===== config.mk =====
export PLATFORM = sky130hd
export DESIGN_NAME = wait_ready_gen
export DESIGN_NICKNAME = d
export VERILOG_FILES = /design/src/rtl/wait_gen_pkg.sv /design/src/rtl/wait_gen_shifter.sv /design/src/rtl/wait_gen_ctrl.sv /design/src/rtl/wait_ready_gen.sv
export SDC_FILE = /design/constraint.sdc
export NUM_CORES = 1
export LEC_CHECK = 0
export BUFFER_PORTS_ARGS = -buffer_cell sky130_fd_sc_hd__buf_2
export CORE_AREA = 10 10 47 49
export CTS_CLUSTER_SIZE = 25
export DETAILED_ROUTE_END_ITERATION = 7
export DIE_AREA = 0 0 57 59
export PLACE_DENSITY = 0.4
export SYNTH_ARGS = -nofsm -noshare
export SYNTH_HDL_FRONTEND = slang
export SYNTH_SLANG_ARGS = --single-unit

===== constraint.sdc =====
create_clock -name clk_i -period 1.3 [get_ports clk_i]
set_input_delay 0.065 -clock clk_i [delete_from_list [all_inputs] [get_ports clk_i]]
set_output_delay 0.065 -clock clk_i [all_outputs]
set_load 0.1 [all_outputs]

===== src/rtl/wait_gen_pkg.sv =====
package wait_gen_pkg;
  localparam int unsigned MAX_ZEROS = 8;

  typedef enum logic [1:0] {
    ST_IDLE  = 2'd0,
    ST_ARMED = 2'd1,
    ST_WAIT  = 2'd2
  } wg_state_e;
endpackage


===== src/rtl/wait_gen_shifter.sv =====
module wait_gen_shifter #(
  parameter int unsigned LEN = 4
) (
  input  logic clk_i,
  input  logic rst_ni,
  input  logic load_i,
  input  logic shift_i,
  output logic top_o
);
  logic [LEN-1:0] sh_q;

  // bit 0 takes the fill value, upper bits take their lower neighbour
  for (genvar i = 0; i < LEN; i++) begin : g_bit
    logic d;
    if (i == 0) begin : g_first
      assign d = 1'b1;
    end else begin : g_rest
      assign d = sh_q[i-1];
    end
    always_ff @(posedge clk_i or negedge rst_ni) begin
      if (!rst_ni)      sh_q[i] <= 1'b1;
      else if (load_i)  sh_q[i] <= 1'b0;
      else if (shift_i) sh_q[i] <= d;
    end
  end

  assign top_o = sh_q[LEN-1];

  AST_LOAD_ZEROS: assert property (@(posedge clk_i) disable iff (!rst_ni)
    load_i |=> !top_o);
  AST_HOLD_IDLE: assert property (@(posedge clk_i) disable iff (!rst_ni)
    (!load_i && !shift_i) |=> $stable(top_o));
endmodule


===== src/rtl/wait_gen_ctrl.sv =====
module wait_gen_ctrl
  import wait_gen_pkg::*;
(
  input  logic clk_i,
  input  logic rst_ni,
  input  logic start_i,
  input  logic sel_any_i,
  input  logic done_i,
  output logic load_o,
  output logic shift_o,
  output logic active_o
);
  wg_state_e state_q, state_d;

  always_comb begin
    state_d = state_q;
    if (start_i) begin
      state_d = ST_ARMED;
    end else begin
      unique case (state_q)
        ST_ARMED: if (sel_any_i) state_d = ST_WAIT;
        ST_WAIT:  if (done_i)    state_d = ST_IDLE;
        default:  state_d = state_q;
      endcase
    end
  end

  always_ff @(posedge clk_i or negedge rst_ni) begin
    if (!rst_ni) state_q <= ST_IDLE;
    else         state_q <= state_d;
  end

  assign active_o = (state_q == ST_WAIT);
  assign load_o   = start_i;
  assign shift_o  = active_o && !done_i && !start_i;

  AST_WAIT_FROM_ARMED: assert property (@(posedge clk_i) disable iff (!rst_ni)
    (active_o && !$past(active_o)) |-> ($past(state_q) == ST_ARMED && $past(sel_any_i)));
  AST_NO_REARM: assert property (@(posedge clk_i) disable iff (!rst_ni)
    (state_q == ST_ARMED && !$past(start_i)) |-> $past(state_q) == ST_ARMED);
endmodule


===== src/rtl/wait_ready_gen.sv =====
module wait_ready_gen
  import wait_gen_pkg::*;
#(
  parameter int unsigned NUM_ZEROS = 3
) (
  input  logic clk_i,
  input  logic rst_ni,
  input  logic cycle_start_i,
  input  logic sel_a_ni,
  input  logic sel_b_ni,
  output logic ready_o
);
  localparam int unsigned LEN = NUM_ZEROS + 1;
  localparam int unsigned CW  = $clog2(LEN + 2);

  logic sel_any, load, shift, active, top;

  assign sel_any = !sel_a_ni || !sel_b_ni;

  wait_gen_ctrl u_ctrl (
    .clk_i     (clk_i),
    .rst_ni    (rst_ni),
    .start_i   (cycle_start_i),
    .sel_any_i (sel_any),
    .done_i    (top),
    .load_o    (load),
    .shift_o   (shift),
    .active_o  (active)
  );

  wait_gen_shifter #(.LEN(LEN)) u_shift (
    .clk_i   (clk_i),
    .rst_ni  (rst_ni),
    .load_i  (load),
    .shift_i (shift),
    .top_o   (top)
  );

  assign ready_o = !active || top;

  // consecutive low cycles, for the window checks
  logic [CW-1:0] low_cnt_q;
  always_ff @(posedge clk_i or negedge rst_ni) begin
    if (!rst_ni)      low_cnt_q <= '0;
    else if (ready_o) low_cnt_q <= '0;
    else              low_cnt_q <= low_cnt_q + 1'b1;
  end

  AST_START_READY: assert property (@(posedge clk_i) disable iff (!rst_ni)
    cycle_start_i |=> ready_o);
  AST_FALL_NEEDS_SEL: assert property (@(posedge clk_i) disable iff (!rst_ni)
    $fell(ready_o) |-> $past(sel_any));
  AST_LOW_BOUND: assert property (@(posedge clk_i) disable iff (!rst_ni)
    low_cnt_q <= CW'(LEN));
  AST_FULL_WAIT: assert property (@(posedge clk_i) disable iff (!rst_ni)
    ($rose(ready_o) && !$past(cycle_start_i)) |-> low_cnt_q == CW'(LEN));
endmodule


# Word-level counts from Yosys, hierarchy flattened
# Index checks and enable logic that the tools add are counted.
dict set report totals {
  ff_bits 6
  word_cells 33
}
dict set report classes {
  n_eq_ne 4
  n_mux 12
  n_reduce_logical 12
}
# operator count
set op_table {}
lappend op_table {{2-to-1 mux 1 bit} 8}
lappend op_table {{2-to-1 mux 2 bit} 3}
lappend op_table {{zero test 1 bit} 5}
lappend op_table {{case mux 2 bit (2 select lines)} 1}
lappend op_table {{inequality test 3 x 2 -> 1 bit (second input constant)} 1}
lappend op_table {{inequality test 3 bit (second input constant)} 1}
lappend op_table {{AND reduction 3 bit} 1}
lappend op_table {{nonzero test 3 bit} 1}
lappend op_table {{equality test 2 x 1 -> 1 bit (second input constant)} 1}
lappend op_table {{equality test 2 bit (second input constant)} 1}
lappend op_table {{logical AND 1 bit} 2}
lappend op_table {{logical OR 1 bit} 2}
lappend op_table {{nonzero test 2 bit} 1}

# Logic depth before layout (Yosys ltp)
# Gate-level depths: netlist of run 1.
dict set report logic_depth {
  ltp_word 5
  ltp_mapped 3
  depth_no_buf 3
}

# Hierarchy
# Synthesis of run 1 repeated with hierarchy kept, for this count alone.
dict set report unflattened {
  cells_unflattened 25
  hier_area_um2 281.5
}
# module instances cells_each area_per_inst_um2
set modules_own_cells {}
lappend modules_own_cells {wait_gen_shifter 1 12 153.9}
lappend modules_own_cells {wait_gen_ctrl 1 11 117.6}
lappend modules_own_cells {wait_ready_gen 1 2 10.0}

# Worst setup path after synthesis of run 1
# OpenSTA, ideal clock, no wires.
dict set report synth_timing {
  kind {flip-flop to flip-flop}
  from {register u_ctrl.state_q[0]}
  to {register u_shift.sh_q[0] (netlist: u_shift.g_bit[1].d)}
  t_arrival_ns 1.081
  slack_ns 0.149
  path_stages_with_launch 4
  n_path_buf 0
  synth_period_minus_slack_ns 1.151
  path_cell_list {dfrtp_1 -> nor3b_4 -> inv_2 -> a21oi_2}
}
dict set report synth_between {
  elab_chain_len 4
}
# element line
set synth_lines {}
lappend synth_lines {{from (decl)} wait_gen_ctrl.sv:13} ;# wg_state_e state_q, state_d;
lappend synth_lines {{from (signal assigned)} wait_gen_ctrl.sv:30} ;# else state_q <= state_d;
lappend synth_lines {{equality test 2 bit} wait_gen_ctrl.sv:33} ;# assign active_o = (state_q == ST_WAIT);
lappend synth_lines {{logical AND 1 bit (2 in series)} wait_gen_ctrl.sv:35} ;# assign shift_o = active_o && !done_i && !start_i;
lappend synth_lines {{nonzero test 2 bit (no source line)} --}
lappend synth_lines {{to (signal, indexed assignment)} wait_gen_shifter.sv:21} ;# if (!rst_ni) sh_q[i] <= 1'b1;
lappend synth_lines {{to (signal, indexed assignment)} wait_gen_shifter.sv:22} ;# else if (load_i) sh_q[i] <= 1'b0;
lappend synth_lines {{to (signal, indexed assignment)} wait_gen_shifter.sv:23} ;# else if (shift_i) sh_q[i] <= d;
lappend synth_lines {{to (decl)} wait_gen_shifter.sv:10} ;# logic [LEN-1:0] sh_q;
# No other way between the ends.
# A chain may end at the register's enable or synchronous reset.

# Worst setup path after layout of run 1
dict set report layout_timing {
  from {register u_ctrl.state_q[0]}
  to {output port ready_o}
}
dict set report layout_between {
  elab_chain_len 3
}
# element line
set layout_lines {}
lappend layout_lines {{equality test 2 bit} wait_gen_ctrl.sv:33}
lappend layout_lines {{zero test 1 bit} wait_ready_gen.sv:39} ;# assign ready_o = !active || top;
lappend layout_lines {{logical OR 1 bit} wait_ready_gen.sv:39}
lappend layout_lines {{to (decl)} wait_ready_gen.sv:11} ;# output logic ready_o
# No other way between the ends.

==> impl_results.rst, run 1 <==
.. list-table::
   :header-rows: 1

   * - Metric
     - Value
   * - Worst setup path startpoint
     - u_ctrl.state_q[0]
   * - Met2 wire length
     - 298 um
   * - Gate count after technology mapping
     - 24
   * - Number of filler cells placed in the layout
     - 156
   * - RSZ-0062 raised after global routing
     - false
   * - Max Buffers Root-to-Sink
     - 2
   * - Most frequent cells in the layout
     - sky130_fd_sc_hd__nand2b_1, sky130_fd_sc_hd__buf_2, sky130_fd_sc_hd__dfstp_2, sky130_fd_sc_hd__inv_1, sky130_fd_sc_hd__clkbuf_4
   * - Fraction of the cycle the final worst path needs
     - 0.948
   * - Wire length after detailed routing
     - 577 um
   * - Max-slew violation count
     - 0
   * - Shortest period the worst path allows
     - 1.23 ns
   * - Pin count of the biggest net entering global routing
     - 8
   * - Clock group share of total power
     - 0.392
   * - Largest clock skew in the final design
     - 0.00405 ns
   * - Capturing element type of the critical path
     - output pin
   * - Synthesis-to-layout area growth
     - 39.0%
   * - Post-route cell area
     - approximately 400 um^2
   * - Arrival time reported for the critical path endpoint
     - 1.17 ns
   * - Number of rows created at floorplan
     - 14
   * - Capture point of the critical path
     - ready_o
   * - Worst vdd rail ir drop
     - 0.000468 V
   * - Routed Antenna Nets
     - 0
   * - Global route overflow
     - 0
   * - Total cell area at the placement stage
     - about 350 um^2
   * - Final-report hold violation count
     - 0
   * - Nets@finish
     - between 40 and 50
   * - Number of global-route vias before repair
     - a little over 200
   * - Sw power
     - 0.110 mW
   * - Top routing layer in use
     - met3
   * - Accumulated negative setup slack
     - 0 ns
   * - Power density normalized to cell area
     - about 1200 mW/mm^2
   * - R2R Path Start
     - u_ctrl.state_q[0]
   * - Routed metal-1 wire length
     - 221 um
   * - Total Routing Usage GR
     - 0.0347
   * - Terminus of the critical flop-to-flop path
     - u_shift.g_bit[3].d
   * - Run status
     - completed
   * - Number of max-cap violations
     - 0
   * - Total nets after synthesis
     - 29
   * - Cell area after technology mapping
     - about 290 um^2
   * - Count of TritonRoute iterations in the first routing pass
     - 1
   * - Core area
     - approximately 0.0014 mm^2
   * - Required time of the worst setup path
     - ~1.2 ns
   * - Max-slew headroom
     - 0.847
   * - Number of CTS-inserted buffers
     - 3
   * - Number of clock sinks seen by CTS
     - 6
   * - Yosys cell types
     - 13
   * - Die Footprint
     - ~0.0034 mm^2
   * - Final GP Congestion
     - 0.685
   * - Total leakage power
     - ~0.16 nW
   * - Worst reg-to-reg path cell count
     - 3
   * - Yosys reg bits
     - 6
   * - Switching power as a share of total power
     - 0.240
   * - Syn Area/Cell
     - 11.9 um^2
   * - Worst Hold Class
     - primary input to flop
   * - Clock transition at the registers of the reported paths
     - 0.05 ns
   * - Total length of routed met3 wires
     - 57 um
   * - Startpoint types
     - flop
   * - Transition at the pin with the smallest max-transition slack
     - 0.228 ns
   * - Hold slack final
     - 0.0320 ns
   * - Kind of critical path
     - flop to output pin
   * - Sequential power share
     - 0.449
   * - Setup slack of the most critical reg-to-reg path
     - 0.24 ns
   * - Source-to-sink clock delay at the later pin of the worst-skew pair
     - 0.24 ns
   * - Internal portion of total power
     - around 0.35 mW
   * - Number of top-level pins
     - 6
   * - H-tree lvl count
     - 1
   * - Global-route wire length before repair
     - 848 um
   * - Initial antenna violation count
     - 0
   * - Sequential element share of the synthesized area
     - 0.544
   * - Area occupied by multi-input gates
     - 115 um^2
   * - Initial Utilization
     - 0.204
   * - Top achievable clock speed
     - 811 MHz
   * - Routed length per instance
     - 11.1 um
   * - Count of synthesis-stage warnings from yosys
     - 0
   * - Total vias in the final route
     - 210
   * - DRC errors left
     - 0
   * - Die X
     - 57 um
   * - Root buffer selected by CTS
     - sky130_fd_sc_hd__clkbuf_4
   * - Sum of net half-perimeters after detailed placement
     - around 460 um
   * - Diodes inserted
     - 0
   * - Register cell area after layout
     - 155 um^2
   * - Maximum fanout along the worst path
     - 3
   * - Buffers added on ports
     - 5
   * - Via-per-instance ratio
     - between 4 and 5
   * - TritonCTS clock tree
     - built
   * - Final-report setup violation count
     - 0
   * - Part of the total power dissipated in combinational logic
     - 0.160
   * - Overall die height
     - 59 um
   * - Drt initial violations
     - 0
   * - Share of cells above drive strength 1
     - 0.500
-- layer usage --
layer | GRT usage | vias up
met2 | 0.0512 | 4
li1 | - | 104
met5 | 0 | -
met4 | 0.0302 | 0
met1 | 0.0288 | 102
met3 | 0.0300 | 0
-- what timing repair did --
| item | 4_1_cts | 5_1_grt |
|---|---|---|
| setup endpoints to repair | 0 | 1 |
| buffers inserted | 0 | 2 |
| gates resized for setup | 0 | 0 |
| hold buffers | 1 | 0 |
| endpoints found under the hold margin | 6 | 0 |
-- stage by stage --
stage	power (mW)	util	cells	setup slack (ns)
floorplan	0.246	-	24	0.149
finish	0.459	0.283	52	0.0671
global route	0.493	0.283	52	0.00674
CTS	0.462	0.272	50	0.0304
detailed placement	0.272	0.246	45	0.306
global placement	0.270	0.246	45	0.311
-- state kept, by name, summed over array words and instances (netlist names) --
name and flops:
u_ctrl.state_q 2, u_shift.g_bit.d 3, u_shift.top_o 1
-- power by group through the flow --
stage | clock, mW | combinational [mW] | sequential, mW
after floorplan | 0 | 0.0388 | 0.207
after global placement | 0 | 0.0621 | 0.208
after detailed placement | 0 | 0.0638 | 0.208
after CTS | 0.189 | 0.0665 | 0.206
after global routing | 0.207 | 0.0783 | 0.207
final | 0.180 | 0.0734 | 0.206
-- worst min path at each step --
stage                   from                 end  slack, ns  depth (start not counted)
2_1_floorplan         rst_ni   u_ctrl.state_q[0]      -0.23                          0
3_3_place_gp          rst_ni   u_ctrl.state_q[1]      -0.11                          1
3_5_place_dp          rst_ni   u_ctrl.state_q[0]      -0.11                          1
4_1_cts        cycle_start_i  u_shift.g_bit[1].d       0.02                          2
5_1_grt        cycle_start_i       u_shift.top_o       0.03                          2
6_report       cycle_start_i  u_shift.g_bit[1].d       0.03                          2
-- cells in the mapped netlist --
master	instances	area [um^2]
sky130_fd_sc_hd__a211oi_1	1	7.51
sky130_fd_sc_hd__a21oi_1	2	10.0
sky130_fd_sc_hd__a21oi_2	1	8.76
sky130_fd_sc_hd__and3b_2	1	10.0
sky130_fd_sc_hd__dfrtp_1	2	50.1
sky130_fd_sc_hd__dfstp_2	4	105
sky130_fd_sc_hd__inv_1	3	11.3
sky130_fd_sc_hd__inv_2	1	3.75
sky130_fd_sc_hd__mux2i_1	2	20.0
sky130_fd_sc_hd__nand2b_1	4	25.0
sky130_fd_sc_hd__nand3b_1	1	7.51
sky130_fd_sc_hd__nor3b_4	1	18.8
sky130_fd_sc_hd__o21bai_1	1	7.51
-- cells by family (layout without fill, tap and decap cells) --
kind of cell,count (synthesis),count (layout),share of synthesized area
buffers and inverters,4,16,0.0526
muxes,2,2,0.0702
AOI/OAI and AO/OA,5,5,0.118
and+or+nand+nor,7,7,0.215
DFF,6,6,0.544
-- area by class of cell --
class	instances	area share
Multi-Input combinational cell	14	0.290
Clock buffer	4	0.0662
Timing Repair Buffer	8	0.164
Tap cell	16	0.0505
Inverter	4	0.0379
Sequential cell	6	0.391
-- critical path, stage by stage (launching register included) --
cell and delay (ns):
sky130_fd_sc_hd__dfrtp_1 0.41, sky130_fd_sc_hd__nor3b_4 0.25, sky130_fd_sc_hd__inv_2 0.09, sky130_fd_sc_hd__buf_12 0.17
No activity file was read; power rests on OpenSTA's default activity.
==> run 2: changes to the inputs <==
--- a/config.mk
+++ b/config.mk
@@ -5,8 +5,10 @@
 export SDC_FILE = /design/constraint.sdc
 export NUM_CORES = 1
 export LEC_CHECK = 0
+export ABC_AREA = 1
 export BUFFER_PORTS_ARGS = -buffer_cell sky130_fd_sc_hd__buf_2
 export CORE_AREA = 10 10 47 49
+export CTS_CLUSTER_DIAMETER = 100
 export CTS_CLUSTER_SIZE = 25
 export DETAILED_ROUTE_END_ITERATION = 7
 export DIE_AREA = 0 0 57 59
==> constraint.sdc (replaced) <==
create_clock -name clk_i -period 1.3 [get_ports clk_i]
set_input_delay 0.13 -clock clk_i [delete_from_list [all_inputs] [get_ports clk_i]]
set_output_delay 0.13 -clock clk_i [all_outputs]
set_load 0.1 [all_outputs]
==> impl_results.rst, run 2 <==
.. list-table::
   :header-rows: 1

   * - Metric
     - Value
   * - Run status
     - completed
   * - Setup slack of the most critical reg-to-reg path
     - ~0.23 ns
   * - Arrival time reported for the critical path endpoint
     - 1.11 ns
   * - Cell depth of the worst min-delay path
     - 2
   * - Largest area contributor in the synthesized netlist
     - sky130_fd_sc_hd__dfstp_2
   * - Max-slew headroom
     - 0.873
   * - R2R Path Start
     - u_ctrl.state_q[0]
   * - DRC errors left
     - 0
   * - TritonCTS clock tree
     - built
   * - Via-per-instance ratio
     - 4.21
   * - Capture endpoint of the worst hold path
     - u_shift.g_bit[1].d
   * - Worst Hold Class
     - primary input to flop
   * - Synth async-reset ratio
     - 1.00
   * - Source-to-sink clock delay at the later pin of the worst-skew pair
     - 0.24 ns
   * - Overall Power
     - 0.499 mW
   * - Slowest CP cell
     - sky130_fd_sc_hd__dfrtp_1
   * - Routed length per instance
     - 9.79 um
   * - Number of global-route vias before repair
     - 250
   * - Simple-Gate Fraction of Synth Area
     - 0.264
   * - Pin count of the biggest net entering global routing
     - 8
   * - Top achievable clock speed
     - 807 MHz
   * - Core area
     - 0.00140 mm^2
   * - Dominant register cell in the synthesized netlist
     - sky130_fd_sc_hd__dfstp_2
   * - Nets@finish
     - 53
   * - RSZ-0062 raised after global routing
     - false
   * - Share of the synthesized area in the top cell type
     - 0.370
   * - Startpoint types
     - flop
   * - Final-report setup violation count
     - 0
   * - H-tree lvl count
     - 1
   * - Power density normalized to cell area
     - ~1300 mW/mm^2
   * - Synth Area in XOR/XNOR
     - 0
   * - Global route overflow
     - 0
   * - Adder-cell share of the synthesized area
     - 0
   * - Sum of net half-perimeters after detailed placement
     - 489 um
   * - Transition at the pin with the smallest max-transition slack
     - 0.188 ns
   * - Clock transition at the registers of the reported paths
     - approximately 0.05 ns
   * - Final GP Congestion
     - 0.728
   * - Synthesis-to-layout area growth
     - 38.8%
   * - Share of cells above drive strength 1
     - 0.370
   * - Maximum fanout along the worst path
     - 5
   * - Number of max-cap violations
     - 0
   * - Root buffer selected by CTS
     - sky130_fd_sc_hd__clkbuf_4
   * - Required time of the worst setup path
     - between 1 and 1.5 ns
   * - Terminus of the critical flop-to-flop path
     - u_ctrl.state_q[1]
   * - Number of clock sinks seen by CTS
     - 6
   * - Sequential element share of the synthesized area
     - 0.546
   * - Kind of critical path
     - flop to output pin
   * - Post-synth EDFFs
     - 0
   * - Number of CTS-inserted buffers
     - 3
   * - Cell with the most instances after synthesis
     - sky130_fd_sc_hd__nand2_1
   * - Most frequent cells in the layout
     - sky130_fd_sc_hd__nand2_1, sky130_fd_sc_hd__inv_1, sky130_fd_sc_hd__nand3_1, sky130_fd_sc_hd__buf_2, sky130_fd_sc_hd__dfstp_2
   * - Syn Area/Cell
     - 8.11 um^2
   * - Hold slack final
     - 0.0557 ns
   * - Shortest period the worst path allows
     - 1.24 ns
   * - Combinational family with the most area after synthesis
     - simple AND/OR/NAND/NOR gates
   * - Biggest cell delay along the critical path
     - 0.42 ns
   * - Routed Antenna Nets
     - 0
   * - Number of rows created at floorplan
     - 14
   * - Total nets after synthesis
     - 40
   * - Wire length after detailed routing
     - 607 um
   * - Cell area after technology mapping
     - 284 um^2
   * - Worst setup slack after placement
     - 0.276 ns
   * - Top area cells in the synthesized netlist
     - sky130_fd_sc_hd__dfstp_2, sky130_fd_sc_hd__dfrtp_1, sky130_fd_sc_hd__nand2_1
   * - Post-synthesis mux area share
     - 0
   * - Final core area utilization
     - 0.281
   * - Synthesized-area fraction occupied by ao, oa, aoi and oai cells
     - 0.0969
   * - Yosys cell types
     - 11
   * - Worst vdd rail ir drop
     - 0.000407 V
   * - Number of flip-flops under the largest register name
     - 3
   * - Hold path startpoint
     - cycle_start_i
   * - Drt initial violations
     - 6
   * - Largest clock skew in the final design
     - around 0.0053 ns
   * - Max Buffers Root-to-Sink
     - 2
   * - Total Routing Usage GR
     - 0.0369
   * - Initial Utilization
     - 0.203
   * - Final-report hold violation count
     - 0
   * - Capturing element type of the critical path
     - output pin
   * - Yosys reg bits
     - 6
   * - Total leakage power
     - 0.180 nW
   * - Worst reg-to-reg path cell count
     - 5
   * - Accumulated negative setup slack
     - 0 ns
   * - Count of TritonRoute iterations in the first routing pass
     - 4
   * - Critical path, cell by cell
     - nor2_2, nand2_2, buf_12
   * - Gate count after technology mapping
     - 35
   * - Max-slew violation count
     - 0
   * - Overall die height
     - 59 um
   * - Smallest setup slack after layout
     - 0.0614 ns
   * - Initial antenna violation count
     - 0
   * - Buffers added on ports
     - 5
   * - Global-route wire length before repair
     - about 960 um
   * - List of most frequent post-synthesis cells
     - sky130_fd_sc_hd__nand2_1, sky130_fd_sc_hd__inv_1, sky130_fd_sc_hd__nand3_1, sky130_fd_sc_hd__dfstp_2
   * - Fraction of the cycle the final worst path needs
     - 0.953
   * - Die X
     - 57 um
   * - Total vias in the final route
     - around 260
   * - Count of synthesis-stage warnings from yosys
     - 0
   * - Number of top-level pins
     - 6
   * - Die Footprint
     - between 0.003 and 0.004 mm^2
   * - Leading cell type in the layout, fill and taps excluded
     - sky130_fd_sc_hd__nand2_1
   * - Diodes inserted
     - 0
## run 2: cell count changes in the layout (fill, tap and decap cells not counted), moves of 2 or more
cell,previous run,this run
sky130_fd_sc_hd__inv_1,3,6
sky130_fd_sc_hd__mux2i_1,2,0
sky130_fd_sc_hd__nand2_1,0,8
sky130_fd_sc_hd__nand2b_1,4,0
sky130_fd_sc_hd__nand3_1,0,5
sky130_fd_sc_hd__o21ai_0,0,2
## run 2: per-stage QoR
stage,cell area (um^2),instances
after global placement,347,56
after global routing,394,62
after detailed placement,347,56
after floorplan,287,35
final,394,62
after CTS,379,60
## run 2: worst max path at each step
stage	start	end	cells after the start	slack, ns
after floorplan	u_ctrl.state_q[0]	u_ctrl.state_q[1]	4	0.04
after global placement	u_shift.top_o	u_ctrl.state_q[0]	5	0.25
after detailed placement	u_ctrl.state_q[0]	u_shift.g_bit[2].d	3	0.28
after CTS	u_shift.top_o	ready_o	3	0.01
after global routing	u_ctrl.state_q[1]	ready_o	4	0.005
final	u_ctrl.state_q[0]	ready_o	3	0.06
## run 2: logic make-up (layout without fill, tap and decap cells)
family	after synthesis	in the layout
AND/OR/NAND/NOR	17	17
buffers and inverters	7	18
AO/OA/AOI/OAI	5	5
flip-flops	6	6
## run 2: timing repair
item / in CTS / in global routing
hold buffers: 1 / 0
endpoints found under the setup margin: 0 / 1
resized for setup: 0 / 1
buffers inserted: 0 / 2
endpoints found under the hold margin: 6 / 0
## run 2: where the power goes
part | switching (mW) | internal, mW | total, mW
logic | 0.0706 | 0.0473 | 0.118
clock network | 0.0639 | 0.104 | 0.168
registers | 0.00939 | 0.204 | 0.213
total | 0.144 | 0.355 | 0.499
## run 2: cell type report
type                            count  area (um^2)
Sequential cell                     6          155
Fill cell                         157         1010
Tap cell                           16         20.0
Multi-Input combinational cell     22          105
Timing Repair Buffer                8         65.1
Clock buffer                        3         22.5
Inverter                            7         26.3
## run 2: critical path: cells and delay by family (launching register included)
kind	cells	cell delay, ns
flops	1	0.42
simple gates	2	0.27
buf+inv	1	0.18
## run 2: per-layer routing
layer | track usage | part of all wire | vias to the layer above
met5 | 0 | 0 | -
met4 | 0.0302 | 0.026 | 0
met3 | 0.0258 | 0.096 | 4
met2 | 0.0450 | 0.39 | 11
met1 | 0.0421 | 0.49 | 112
li1 | - | - | 134
